**src/rtl/uart_wake_pkg.sv**
```systemverilog
package uart_wake_pkg;
  typedef enum logic [1:0] {
    WK_EDGE = 2'd0,
    WK_BYTE = 2'd1,
    WK_SEQ  = 2'd2,
    WK_OFF  = 2'd3
  } wake_mode_e;
endpackage

```
**src/rtl/uart_wake_rxd_edge.sv**
```systemverilog
module uart_wake_rxd_edge #(
  parameter int unsigned SYNC_STAGES = 2
) (
  input  logic clk_i,
  input  logic rst_ni,
  input  logic rxd_i,
  output logic edge_o
);
  localparam int unsigned MSB = SYNC_STAGES - 1;

  logic [SYNC_STAGES-1:0] sync_q;
  logic                   last_q;

  // idle line is high
  always_ff @(posedge clk_i or negedge rst_ni) begin
    if (!rst_ni) begin
      sync_q <= '1;
      last_q <= 1'b1;
    end else begin
      sync_q <= {sync_q[SYNC_STAGES-2:0], rxd_i};
      last_q <= sync_q[MSB];
    end
  end

  assign edge_o = sync_q[MSB] ^ last_q;
endmodule

```
**src/rtl/uart_wake_thresh_cnt.sv**
```systemverilog
module uart_wake_thresh_cnt #(
  parameter int unsigned TH_W = 10
) (
  input  logic            clk_i,
  input  logic            rst_ni,
  input  logic            clr_i,
  input  logic            en_i,
  input  logic            inc_i,
  input  logic [TH_W-1:0] thresh_i,
  output logic            hit_o
);
  // one extra bit so that "count > max threshold" is representable
  localparam int unsigned CNT_W = TH_W + 1;
  localparam logic [CNT_W-1:0] CNT_MAX = '1;

  logic [CNT_W-1:0] cnt_q;
  logic             step;

  assign step  = en_i & inc_i & ~clr_i;
  // new count = cnt_q + 1 exceeds thresh  <=>  cnt_q >= thresh
  assign hit_o = step & (cnt_q >= {1'b0, thresh_i});

  always_ff @(posedge clk_i or negedge rst_ni) begin
    if (!rst_ni)                        cnt_q <= '0;
    else if (clr_i)                     cnt_q <= '0;
    else if (step && cnt_q != CNT_MAX)  cnt_q <= cnt_q + 1'b1;
  end


  cnt_clr_chk: assert property (@(posedge clk_i) disable iff (!rst_ni)
    clr_i |=> (cnt_q == '0));


  cnt_mono_chk: assert property (@(posedge clk_i) disable iff (!rst_ni)
    !clr_i |=> (cnt_q >= $past(cnt_q)));
endmodule

```
**src/rtl/uart_wake_char_seq.sv**
```systemverilog
module uart_wake_char_seq #(
  parameter int unsigned NUM_CHARS = 5,
  parameter int unsigned CHAR_W    = 8
) (
  input  logic                        clk_i,
  input  logic                        rst_ni,
  input  logic                        clr_i,
  input  logic                        en_i,
  input  logic                        byte_vld_i,
  input  logic [CHAR_W-1:0]           byte_i,
  input  logic [NUM_CHARS*CHAR_W-1:0] chars_i,
  input  logic [$clog2(NUM_CHARS+1)-1:0] num_i,
  input  logic [NUM_CHARS-1:0]        mask_i,
  output logic                        hit_o
);
  localparam int unsigned IDX_W = (NUM_CHARS > 1) ? $clog2(NUM_CHARS) : 1;
  localparam int unsigned NUM_W = $clog2(NUM_CHARS + 1);

  logic [NUM_CHARS-1:0] pos_ok;
  logic [NUM_W-1:0]     used;
  logic [IDX_W-1:0]     idx_q, idx_d, eff_idx;
  logic                 step, cur_ok, last;

  for (genvar k = 0; k < NUM_CHARS; k++) begin : g_pos
    assign pos_ok[k] = mask_i[k] | (chars_i[k*CHAR_W +: CHAR_W] == byte_i);
  end

  always_comb begin
    used    = (num_i > NUM_W'(NUM_CHARS)) ? NUM_W'(NUM_CHARS) : num_i;
    // a position left stale by a lowered count restarts at char 0
    eff_idx = (int'(idx_q) >= int'(used)) ? '0 : idx_q;
    last    = (int'(eff_idx) + 1 == int'(used));
    cur_ok  = pos_ok[eff_idx];
    step    = en_i & byte_vld_i & ~clr_i & (used != '0);
    hit_o   = step & cur_ok & last;

    idx_d = idx_q;
    if (clr_i)            idx_d = '0;
    else if (step) begin
      if (cur_ok)         idx_d = last ? '0 : IDX_W'(int'(eff_idx) + 1);
      else if (pos_ok[0]) idx_d = IDX_W'(1);
      else                idx_d = '0;
    end
  end

  always_ff @(posedge clk_i or negedge rst_ni) begin
    if (!rst_ni) idx_q <= '0;
    else         idx_q <= idx_d;
  end


  idx_range_chk: assert property (@(posedge clk_i) disable iff (!rst_ni)
    int'(idx_q) < int'(NUM_CHARS));


  restart_chk: assert property (@(posedge clk_i) disable iff (!rst_ni)
    (step && !cur_ok) |=> (idx_q <= IDX_W'(1)));
endmodule

```
**src/rtl/uart_wake_detect.sv**
```systemverilog
module uart_wake_detect
  import uart_wake_pkg::*;
#(
  parameter int unsigned EDGE_TH_W   = 10,
  parameter int unsigned BYTE_TH_W   = 5,
  parameter int unsigned NUM_CHARS   = 5,
  parameter int unsigned CHAR_W      = 8,
  parameter int unsigned SYNC_STAGES = 2
) (
  input  logic                           clk_i,
  input  logic                           rst_ni,
  input  logic                           rxd_i,
  input  logic                           byte_vld_i,
  input  logic [CHAR_W-1:0]              byte_data_i,
  input  logic [1:0]                     mode_i,
  input  logic [EDGE_TH_W-1:0]           edge_thresh_i,
  input  logic [BYTE_TH_W-1:0]           byte_thresh_i,
  input  logic [$clog2(NUM_CHARS+1)-1:0] char_num_i,
  input  logic [NUM_CHARS-1:0]           char_mask_i,
  input  logic [NUM_CHARS*CHAR_W-1:0]    wake_chars_i,
  input  logic                           evt_clr_i,
  output logic                           wake_evt_o
);
  wake_mode_e mode, mode_q;
  logic       mode_chg, clr, rxd_edge;
  logic       edge_hit, byte_hit, seq_hit;
  logic       evt_q;

  assign mode     = wake_mode_e'(mode_i);
  assign mode_chg = (mode != mode_q);
  assign clr      = evt_clr_i | mode_chg;

  always_ff @(posedge clk_i or negedge rst_ni) begin
    if (!rst_ni) mode_q <= WK_EDGE;
    else         mode_q <= mode;
  end

  uart_wake_rxd_edge #(.SYNC_STAGES(SYNC_STAGES)) u_edge (
    .clk_i  (clk_i),
    .rst_ni (rst_ni),
    .rxd_i  (rxd_i),
    .edge_o (rxd_edge)
  );

  uart_wake_thresh_cnt #(.TH_W(EDGE_TH_W)) u_edge_cnt (
    .clk_i    (clk_i),
    .rst_ni   (rst_ni),
    .clr_i    (clr),
    .en_i     (mode == WK_EDGE),
    .inc_i    (rxd_edge),
    .thresh_i (edge_thresh_i),
    .hit_o    (edge_hit)
  );

  uart_wake_thresh_cnt #(.TH_W(BYTE_TH_W)) u_byte_cnt (
    .clk_i    (clk_i),
    .rst_ni   (rst_ni),
    .clr_i    (clr),
    .en_i     (mode == WK_BYTE),
    .inc_i    (byte_vld_i),
    .thresh_i (byte_thresh_i),
    .hit_o    (byte_hit)
  );

  uart_wake_char_seq #(.NUM_CHARS(NUM_CHARS), .CHAR_W(CHAR_W)) u_seq (
    .clk_i      (clk_i),
    .rst_ni     (rst_ni),
    .clr_i      (clr),
    .en_i       (mode == WK_SEQ),
    .byte_vld_i (byte_vld_i),
    .byte_i     (byte_data_i),
    .chars_i    (wake_chars_i),
    .num_i      (char_num_i),
    .mask_i     (char_mask_i),
    .hit_o      (seq_hit)
  );

  // clear wins over a same-cycle detection
  always_ff @(posedge clk_i or negedge rst_ni) begin
    if (!rst_ni)                            evt_q <= 1'b0;
    else if (evt_clr_i)                     evt_q <= 1'b0;
    else if (edge_hit | byte_hit | seq_hit) evt_q <= 1'b1;
  end

  assign wake_evt_o = evt_q;


  evt_hold_chk: assert property (@(posedge clk_i) disable iff (!rst_ni)
    (wake_evt_o && !evt_clr_i) |=> wake_evt_o);


  evt_clr_chk: assert property (@(posedge clk_i) disable iff (!rst_ni)
    evt_clr_i |=> !wake_evt_o);


  off_mode_chk: assert property (@(posedge clk_i) disable iff (!rst_ni)
    (mode_i == WK_OFF) |=> !$rose(wake_evt_o));


  chg_quiet_chk: assert property (@(posedge clk_i) disable iff (!rst_ni)
    mode_chg |=> !$rose(wake_evt_o));
endmodule

```
**config.mk**
```make
export PLATFORM = sky130hd
export DESIGN_NAME = uart_wake_detect
export DESIGN_NICKNAME = d
export VERILOG_FILES = /design/src/rtl/uart_wake_pkg.sv /design/src/rtl/uart_wake_rxd_edge.sv /design/src/rtl/uart_wake_thresh_cnt.sv /design/src/rtl/uart_wake_char_seq.sv /design/src/rtl/uart_wake_detect.sv
export SDC_FILE = /design/constraint.sdc
export NUM_CORES = 1
export LEC_CHECK = 0
export CAP_MARGIN = 20
export CORE_ASPECT_RATIO = 2
export CORE_UTILIZATION = 46
export DETAILED_ROUTE_END_ITERATION = 7
export PLACE_DENSITY_LB_ADDON = 0.15
export SLEW_MARGIN = 20
export SYNTH_ARGS = -nofsm -noshare
export SYNTH_HDL_FRONTEND = slang
export SYNTH_SLANG_ARGS = --single-unit
```
**constraint.sdc**
```tcl
create_clock -name clk_i -period 4.1 [get_ports clk_i]
set_input_delay 0.82 -clock clk_i [delete_from_list [all_inputs] [get_ports clk_i]]
set_output_delay 0.82 -clock clk_i [all_outputs]
set_load 0.1 [all_outputs]
```
==> reports/results.tsv, run 1 <==
stage	metric	value	unit
status	status	complete, no violations	
sta	period_needed	3.34	ns
run	maxCapViolCount	0	
synthesis	synth_area	2370	um2
placement	port_buffers	78	
global_routing	grt_pass1_vias	2375	
finish	final_common_cell	clkdlybuf4s50_1	
synthesis	avgSynthCellArea	8.74	um2
placement	post_dp_cell_area	3170	um2
sta	slew_viol_final	0	
worst_setup_path	startpoint_type	input port	
synthesis	synthSimpleGateAreaFrac	19.4	%
global_routing	gr-max-usage-layer	met2	
placement	gp_congestion	0.793	
finish	final_cell_area	3240	um2
routing	drc	0	
cts	cts_tree	yes	
hold_path	hold_path_class	flip-flop to flip-flop	
die	num_io_pins	79	
sta	fin_skew	0.0102	ns
synthesis	synth_cells	271	
global_routing	gr-total-overflow	0	
placement	post-place-cells	395	
finish	layout_common_cells	clkdlybuf4s50_1, xor2_1, dfrtp_1	
sta	rsz0062_at_grt	no	
synthesis	synth_fa_ha_area_share	10.6	%
routing	drtIter0Drc	30	
worst_setup_path	critPathRequiredTime	4.30	ns
sta	setup_viol	0	
sta	layout_setup_ws	0.760	ns
global_routing	met3_usage	2.64	%
sta	finalHoldViolations	0	
die	fp.dieW	52.8	um
sta	fmax	0.299	GHz
routing	viasPerCell	5.58	
sta	tns	0	ns
routing	drt_first_pass_iters	4	
power_and_ir_drop	vdd_drop_max	347	uV
placement	dpl.hpwl	5100	um
cts	cts_root_buf	clkbuf_8	
synthesis	yosysWarnings	0	
sta	worstMarginPinSlew	0.998	ns
finish	instances_no_fill	399	
worst_setup_path	critPathKind	input port to flip-flop	
global_routing	met1_usage	20.9	%
cts	post_cts_buffers	0	
power_and_ir_drop	power.total	647	uW
finish	insertedDiodeCount	0	
routing	ant_nets	0	
cts	htreeDepth	1	
synthesis	synth_xor_area_share	18.5	%
finish	area_growth	36.6	%
worst_setup_path	crit_fanout	10	
placement	place_ws	0.488	ns
die	rows	36	
synthesis	ys_seq_area_share	27.6	%
global_routing	track_usage	23.5	%
synthesis	synth_top_family_by_area	simple AND/OR/NAND/NOR gates	
sta	max-slew-margin-rel	33.2	%
die	initial_core_util	48.3	%
die	coreArea	4910	um2
worst_setup_path	worst_ep_arrival_time	3.54	ns
cts	path_clk_slew	0.09	ns
synthesis	synth_nets	369	
die	die_h	104	um
worst_setup_path	crit_path_end_kind	flip-flop	
global_routing	grt_pass1_wl	9910	um
cts	clock-sinks	26	
routing	via_count	2225	
routing	wl_per_cell	15.0	um
global_routing	grtUsageMet2	49.2	%
synthesis	synth_compound_area_share	15.8	%
routing	wl	5980	um
finish	layout-drive-gt1-share	4.97	%
global_routing	grt_max_degree	25	
finish	final_nets	441	
cts	cts_made_buffers	3	
synthesis	synth_mux_area_share	2.32	%
global_routing	antenna_found_initial	0	
cts	post_cts_resized	0	
sta	fin_crit_sh	81.5	%
die	die-area	5460	um2
cts	cts-hold-fix-buffers	0	
synthesis	synth.distinct_cells	44	
power_and_ir_drop	powerDensity	200	nW/um2
cts	clockBufferDepth	2	
synthesis	ys_ff_latch	26	
cts	insertion_delay	0.27	ns
power_and_ir_drop	p_leak	1.39	nW
## path summary, 6_finish.rpt
kind / from / endpoint / slack (ns) / cells after the start
setup / recovery: char_num_i[2] / wake_evt_o$_DFFE_PN0P_ / 0.76 / 10
hold / removal: u_edge.sync_q[0]$_DFF_PN1_ / u_edge.sync_q[1]$_DFF_PN1_ / 0.36 / 0
setup reg to reg: u_seq.idx_q[0]$_DFFE_PN0P_ / wake_evt_o$_DFFE_PN0P_ / 1.31 / 9
hold reg to reg: u_edge.sync_q[0]$_DFF_PN1_ / u_edge.sync_q[1]$_DFF_PN1_ / 0.36 / 0
max in group asynchronous: rst_ni / u_edge.sync_q[1]$_DFF_PN1_ / 3.02 / 2
min in group asynchronous: rst_ni / u_edge_cnt.cnt_q[4]$_DFFE_PN0P_ / 0.53 / 1
## layer usage
metal / part of all wire, % / wire length [um] / vias up
li1: - / - / 1115
met1: 34 / 2040 / 1038
met2: 59 / 3530 / 66
met3: 5.3 / 316 / 6
met4: 1.6 / 95 / 0
met5: 0 / 0 / -
## kinds of logic (layout without fill, tap and decap cells)
family / count (synthesis) / count (layout)
adders and majority gates: 20 / 20
and+or+nand+nor: 83 / 83
AOI/OAI and AO/OA: 55 / 55
xor gates and xnor gates: 50 / 50
DFF: 26 / 26
muxes: 5 / 5
buffers and inverters: 32 / 103
## where the power goes
part	switching (mW)	internal [mW]	total [mW]
clock	0.0791	0.131	0.210
sequential	0.00215	0.260	0.263
combinational	0.0723	0.103	0.175
total	0.154	0.494	0.647
## registers in the layout (all words and copies together) (netlist names)
signal            count
u_edge.last_q         1
u_edge_cnt.cnt_q     11
wake_evt_o            1
mode_q                2
u_seq.idx_q           3
u_edge.sync_q         2
u_byte_cnt.cnt_q      6
## synth_stat cells
| cell type | number | area share [%] |
|---|---|---|
| o2111ai_1 | 1 | 0.37 |
| nor3_1 | 7 | 1.5 |
| and4bb_2 | 1 | 0.53 |
| and2_1 | 1 | 0.26 |
| a311oi_4 | 1 | 1.1 |
| nor2b_1 | 3 | 0.79 |
| nand4_1 | 4 | 1.1 |
| nand3_1 | 3 | 0.63 |
| a31oi_1 | 5 | 1.3 |
| or3_1 | 9 | 2.4 |
| dfrtp_1 | 23 | 24 |
| o41ai_1 | 2 | 0.74 |
| o22ai_1 | 1 | 0.26 |
| nor4b_1 | 1 | 0.37 |
| nand2_1 | 17 | 2.7 |
| a41oi_1 | 1 | 0.37 |
| nor2_1 | 12 | 1.9 |
| a22o_1 | 5 | 1.8 |
| o221ai_1 | 1 | 0.37 |
| nand2b_1 | 6 | 1.6 |
| a21o_1 | 1 | 0.32 |
| dfstp_2 | 3 | 3.3 |
| a21oi_1 | 15 | 3.2 |
| nand4_4 | 1 | 0.90 |
| mux2_2 | 4 | 1.9 |
| and3_1 | 4 | 1.1 |
| o32ai_1 | 1 | 0.37 |
| buf_2 | 8 | 1.7 |
| a211oi_1 | 2 | 0.63 |
| a211o_1 | 1 | 0.37 |
| nor4_1 | 12 | 3.2 |
| o211ai_1 | 2 | 0.63 |
| or4_1 | 1 | 0.32 |
| xor2_1 | 47 | 17 |
| o21a_1 | 2 | 0.63 |
| nand3b_1 | 1 | 0.32 |
| inv_1 | 19 | 3.0 |
| xnor2_1 | 3 | 1.1 |
| buf_6 | 1 | 0.48 |
| a2111oi_0 | 2 | 0.74 |
| o21ai_0 | 12 | 2.5 |
| mux2i_1 | 1 | 0.42 |
| ha_1 | 20 | 11 |
| clkbuf_1 | 4 | 0.63 |
## critical path: stages
cell and delay [ns]:
clkdlybuf4s50_1 0.57, inv_1 0.10, ha_1 0.30, a21oi_1 0.20, o21a_1 0.33, nand2_1 0.13, nor4_1 0.26, a21oi_1 0.14
or4_1 0.51, a31oi_1 0.18
## stage by stage
step	hold slack (ns)	util, %
2_1_floorplan	0.345	-
3_3_place_gp	0.346	64.6
3_5_place_dp	0.349	64.6
4_1_cts	0.362	66.0
5_1_grt	0.365	65.9
6_report	0.360	65.9
## final cells by class
cell class / count / area, um2
clock buffer: 3 / 41.3
clock inverter: 1 / 30.0
fill: 452 / 1670
inverter: 19 / 71.3
multi-input combinational: 213 / 1580
sequential: 26 / 654
tap: 57 / 71.3
timing repair buffer: 80 / 791
Power figures use the tool's default switching activity.
==> inputs of run 2 (changes only) <==
--- a/config.mk
+++ b/config.mk
@@ -7,7 +7,7 @@
 export LEC_CHECK = 0
 export CAP_MARGIN = 20
 export CORE_ASPECT_RATIO = 2
-export CORE_UTILIZATION = 46
+export CORE_UTILIZATION = 42
 export DETAILED_ROUTE_END_ITERATION = 7
 export PLACE_DENSITY_LB_ADDON = 0.15
 export SLEW_MARGIN = 20
==> constraint.sdc (replaced) <==
create_clock -name clk_i -period 2.7 [get_ports clk_i]
set_input_delay 0.54 -clock clk_i [delete_from_list [all_inputs] [get_ports clk_i]]
set_output_delay 0.54 -clock clk_i [all_outputs]
set_load 0.1 [all_outputs]
==> reports/results.tsv, run 2 (synthesized netlist as in run 1, its figures left out) <==
stage	metric	value	unit
die	die_h	108	um
sta	fin_crit_sh	96.2	%
cts	clockBufferDepth	2	
sta	worstMarginPinSlew	0.587	ns
sta	period_needed	2.60	ns
worst_setup_path	path_depth	9	
finish	insertedDiodeCount	0	
cts	cts_tree	yes	
worst_setup_path	cp_slowest_cell	or4_1	
global_routing	antenna_found_initial	0	
finish	layout-drive-gt1-share	20.5	%
routing	drc	0	
routing	wl_per_cell	15.6	um
placement	port_buffers	78	
finish	fillers	457	
worst_setup_path	crit_fanout	5	
sta	max-slew-margin-rel	60.5	%
routing	drtIter0Drc	39	
worst_setup_path	startpoint_type	input port	
routing	viasPerCell	5.35	
sta	tns	0	ns
sta	slew_viol_final	0	
worst_setup_path	crit_path_end_kind	flip-flop	
worst_setup_path	crit_chain	clkdlybuf4s50_1 -> buf_4 -> xor2_1 -> nor4_1 -> a21oi_1 -> a41oi_1 -> a21oi_2 -> or4_1 -> a31oi_1	
sta	fin_skew	0.00964	ns
die	fp.dieW	55.1	um
status	status	complete, no violations	
sta	whs	0.361	ns
worst_setup_path	cp_num_buf_inv	2	
die	num_io_pins	79	
global_routing	grt_pass1_wl	10300	um
finish	multiInputGateArea	1730	um2
worst_setup_path	max_stage_delay	0.48	ns
routing	via_count	2358	
cts	clock-sinks	26	
sta	rsz0062_at_grt	yes	
worst_setup_path	worst_ep_arrival_time	2.79	ns
finish	final_cell_area	3700	um2
power_and_ir_drop	powerDensity	285	nW/um2
global_routing	grt_pass1_vias	2380	
routing	drt_first_pass_iters	4	
hold_path	hold_path_class	flip-flop to flip-flop	
die	initial_core_util	43.7	%
cts	cts_root_buf	clkbuf_8	
sta	fmax	0.385	GHz
die	coreArea	5420	um2
finish	max_flop_register	u_edge_cnt.cnt_q	
global_routing	track_usage	23.6	%
finish	layout_common_cells	clkdlybuf4s50_1, xor2_1, buf_4	
finish	area_growth	56.2	%
worst_setup_path	critPathKind	input port to flip-flop	
power_and_ir_drop	vdd_drop_max	280	uV
cts	cts-hold-fix-buffers	0	
sta	setup_viol	0	
routing	wl	6880	um
worst_setup_path	critPathRequiredTime	2.89	ns
run	maxCapViolCount	0	
finish	regArea	654	um2
finish	largest_reg_flops	11	
placement	dpl.hpwl	5470	um
finish	reg_top3	u_edge_cnt.cnt_q x11, u_byte_cnt.cnt_q x6, u_seq.idx_q x3	
placement	place_ws	-0.418	ns
placement	post-place-cells	430	
cts	htreeDepth	1	
global_routing	gr-total-overflow	0	
sta	layout_setup_ws	0.102	ns
finish	final_nets	480	
cts	cts_made_buffers	3	
cts	insertion_delay	0.27	ns
placement	gp_congestion	0.780	
routing	ant_nets	0	
sta	finalHoldViolations	0	
die	die-area	5970	um2
placement	post_dp_cell_area	3410	um2
finish	post-route-util	68.3	%
power_and_ir_drop	power.total	1.05	mW
finish	instances_no_fill	441	
global_routing	grt_max_degree	27	
worst_setup_path	critPathTopFamily	simple AND/OR/NAND/NOR gates	
cts	path_clk_slew	0.09	ns
finish	final_common_cell	clkdlybuf4s50_1	
power_and_ir_drop	p_leak	1.68	nW
die	rows	38	
hold_path	hold_depth	0	
worst_setup_path	worst-r2r-cell-count	8	
-- run 2: cell types whose count changed in the layout (fill, tap and decap cells not counted), moves of 2 or more --
cell,delta
dlymetal6s2s_1,+6
a21oi_2,+3
clkdlybuf4s50_1,-9
nor4_2,+6
dlygate4sd2_1,+3
nor4_1,-7
o41ai_2,+2
o41ai_1,-2
a21oi_1,-3
buf_4,+39
a2111oi_2,+2
a2111oi_0,-2
-- run 2: layout make-up --
type / count / area share, %
clock buffer: 3 / 1.12
clock inverter: 1 / 0.811
timing repair buffer: 119 / 29.7
sequential: 26 / 17.7
tap: 60 / 2.03
inverter: 19 / 1.93
multi-input combinational: 213 / 46.7
-- run 2: final timing paths --
kind | start | endpoint | slack [ns]
worst min register to register | u_edge.sync_q[0]$_DFF_PN1_ | u_edge.sync_q[1]$_DFF_PN1_ | 0.36
max in group asynchronous | rst_ni | u_edge.last_q$_DFF_PN1_ | 1.77
worst min-delay path | u_edge.sync_q[0]$_DFF_PN1_ | u_edge.sync_q[1]$_DFF_PN1_ | 0.36
min in group asynchronous | rst_ni | u_edge_cnt.cnt_q[2]$_DFFE_PN0P_ | 0.63
worst max register to register | u_seq.idx_q[2]$_DFFE_PN0P_ | wake_evt_o$_DFFE_PN0P_ | 0.24
worst max-delay path | byte_data_i[7] | wake_evt_o$_DFFE_PN0P_ | 0.10
-- run 2: where the power goes --
part / switching, mW / internal [mW]
Clock: 0.118 / 0.198
Combinational: 0.139 / 0.200
Sequential: 0.00293 / 0.395
-- run 2: repair_timing --
item / 4_1_cts / 5_1_grt
pin swaps: 3 / 9
gates resized for setup: 10 / 27
endpoints found under the setup margin: 4 / 4
setup buffers: 2 / 5
-- run 2: routing by layer --
layer	track usage, %	routed length (um)	vias up	part of all wire [%]
met2	48.6	4150	70	60
met4	4.46	52	0	0.76
met1	22.9	2310	1100	34
li1	-	-	1184	-
met3	1.97	366	4	5.3
met5	0	0	-	0
==> inputs of run 3 (changes only) <==
--- a/config.mk
+++ b/config.mk
@@ -9,6 +9,7 @@
 export CORE_ASPECT_RATIO = 2
 export CORE_UTILIZATION = 42
 export DETAILED_ROUTE_END_ITERATION = 7
+export GPL_TIMING_DRIVEN = 0
 export PLACE_DENSITY_LB_ADDON = 0.15
 export SLEW_MARGIN = 20
 export SYNTH_ARGS = -nofsm -noshare
==> reports/results.tsv, run 3 (synthesized netlist as in run 1, its figures left out) <==
stage	metric	value	unit
power_and_ir_drop	p_leak	1.50	nW
finish	reg_top3	u_edge_cnt.cnt_q x11, u_byte_cnt.cnt_q x6, u_seq.idx_q x3	
worst_setup_path	critPathTopFamily	simple AND/OR/NAND/NOR gates	
cts	cts-hold-fix-buffers	0	
global_routing	track_usage	23.4	%
finish	post-route-util	63.2	%
routing	via_count	2293	
die	die-area	5970	um2
hold_path	hold_path_class	input port to asynchronous set/reset pin	
global_routing	grt_pass1_wl	10100	um
power_and_ir_drop	vdd_drop_max	328	uV
routing	drtIter0Drc	45	
finish	instances_no_fill	410	
die	initial_core_util	43.7	%
finish	largest_reg_flops	11	
worst_setup_path	max_stage_delay	0.49	ns
placement	post-place-cells	401	
worst_setup_path	worst_ep_arrival_time	2.82	ns
finish	final_nets	449	
global_routing	grt_pass1_vias	2307	
finish	fillers	482	
finish	final_common_cell	clkdlybuf4s50_1	
sta	max-slew-margin-rel	35.6	%
sta	worstMarginPinSlew	0.964	ns
sta	fmax	0.381	GHz
status	status	complete, no violations	
global_routing	grt_max_degree	27	
cts	htreeDepth	1	
sta	finalHoldViolations	0	
finish	regArea	656	um2
die	num_io_pins	79	
run	maxCapViolCount	0	
die	rows	38	
cts	clock-sinks	26	
sta	fin_skew	0.00703	ns
worst_setup_path	worst-r2r-cell-count	11	
cts	insertion_delay	0.27	ns
worst_setup_path	startpoint_type	input port	
worst_setup_path	cp_num_buf_inv	1	
routing	drc	0	
sta	slew_viol_final	0	
placement	port_buffers	70	
worst_setup_path	r2r-end	u_seq.idx_q[1]$_DFFE_PN0P_	
die	die_h	108	um
sta	fin_crit_sh	97.3	%
worst_setup_path	cp_slowest_cell	or4_1	
worst_setup_path	crit_path_end_kind	flip-flop	
finish	max_flop_register	u_edge_cnt.cnt_q	
finish	layout_common_cells	clkdlybuf4s50_1, xor2_1, dfrtp_1	
finish	multiInputGateArea	1740	um2
worst_setup_path	worst-r2r-setup-slack	0.14	ns
die	coreArea	5420	um2
worst_setup_path	critPathKind	input port to flip-flop	
routing	wl_per_cell	15.8	um
routing	ant_nets	0	
global_routing	gr-total-overflow	0	
cts	cts_tree	yes	
cts	cts_made_buffers	3	
placement	gp_congestion	0.809	
finish	insertedDiodeCount	0	
sta	period_needed	2.63	ns
worst_setup_path	critPathRequiredTime	2.90	ns
cts	path_clk_slew	0.09	ns
routing	viasPerCell	5.59	
worst_setup_path	crit_fanout	4	
worst_setup_path	crit_chain	clkdlybuf4s50_1 -> xor2_1 -> nor4_4 -> a2111oi_1 -> a41oi_1 -> a21oi_4 -> or4_1 -> a31oi_1	
placement	dpl.hpwl	5000	um
global_routing	antenna_found_initial	0	
cts	clockBufferDepth	2	
finish	area_growth	44.6	%
cts	cts_root_buf	clkbuf_8	
routing	wl	6490	um
die	fp.dieW	55.1	um
worst_setup_path	r2r-start	u_seq.idx_q[0]$_DFFE_PN0P_	
routing	drt_first_pass_iters	4	
power_and_ir_drop	powerDensity	299	nW/um2
finish	layout-drive-gt1-share	14.6	%
sta	setup_viol	0	
==> run 3: how the worst max path moves through the flow <==
stage	endpoint	depth (start not counted)	slack (ns)	start
CTS	wake_evt_o$_DFFE_PN0P_	10	-0.07	char_num_i[1]
detailed placement	wake_evt_o$_DFFE_PN0P_	11	-0.79	char_num_i[2]
finish	wake_evt_o$_DFFE_PN0P_	8	0.07	wake_chars_i[2]
global route	wake_evt_o$_DFFE_PN0P_	8	-0.0009	wake_chars_i[2]
global placement	wake_evt_o$_DFFE_PN0P_	11	-0.73	char_num_i[2]
floorplan	wake_evt_o$_DFFE_PN0P_	10	0.07	char_num_i[2]
==> run 3: what timing repair did <==
| action | 4_1_cts | 5_1_grt |
|---|---|---|
| resized for setup | 6 | 29 |
| pin swaps | 1 | 8 |
| setup endpoints to repair | 8 | 7 |
| buffers inserted | 4 | 3 |
==> run 3: power breakdown <==
part	internal [mW]	total, mW	switching, mW	leakage [nW]
Combinational	0.169	0.305	0.136	1.12
Sequential	0.395	0.399	0.00346	0.347
Clock	0.198	0.322	0.123	0.0357
Total	0.763	1.03	0.262	1.50
==> run 3: cell type report <==
cell class                 instances  share of cell area (%)
buffer                            11                    1.72
tap                               60                    2.19
multi-input combinational        213                    50.8
clock inverter                     1                   0.876
inverter                          19                    2.08
timing repair buffer              77                    22.0
sequential                        26                    19.1
clock buffer                       3                    1.20
==> run 3: per-layer routing <==
| metal | up-vias | track usage (%) | part of all wire (%) |
|---|---|---|---|
| li1 | 1126 | - | - |
| met1 | 1065 | 21.9 | 33 |
| met2 | 87 | 44.1 | 57 |
| met3 | 15 | 4.36 | 6.9 |
| met4 | 0 | 11.3 | 3.4 |
| met5 | - | 0 | 0 |
==> run 3: through the flow <==
step | power [mW] | setup TNS [ns] | instance area [um2] | hold WS (ns) | setup slack (ns)
after global routing | 1.08 | -0.000947 | 3430 | 0.304 | -0.000947
after CTS | 1.00 | -0.199 | 3260 | 0.272 | -0.0712
after floorplan | 0.525 | 0 | 2370 | 0.244 | 0.0720
after global placement | 0.666 | -4.42 | 3150 | 0.348 | -0.731
after detailed placement | 0.671 | -4.92 | 3140 | 0.348 | -0.789
final | 1.03 | 0 | 3430 | 0.258 | 0.0721
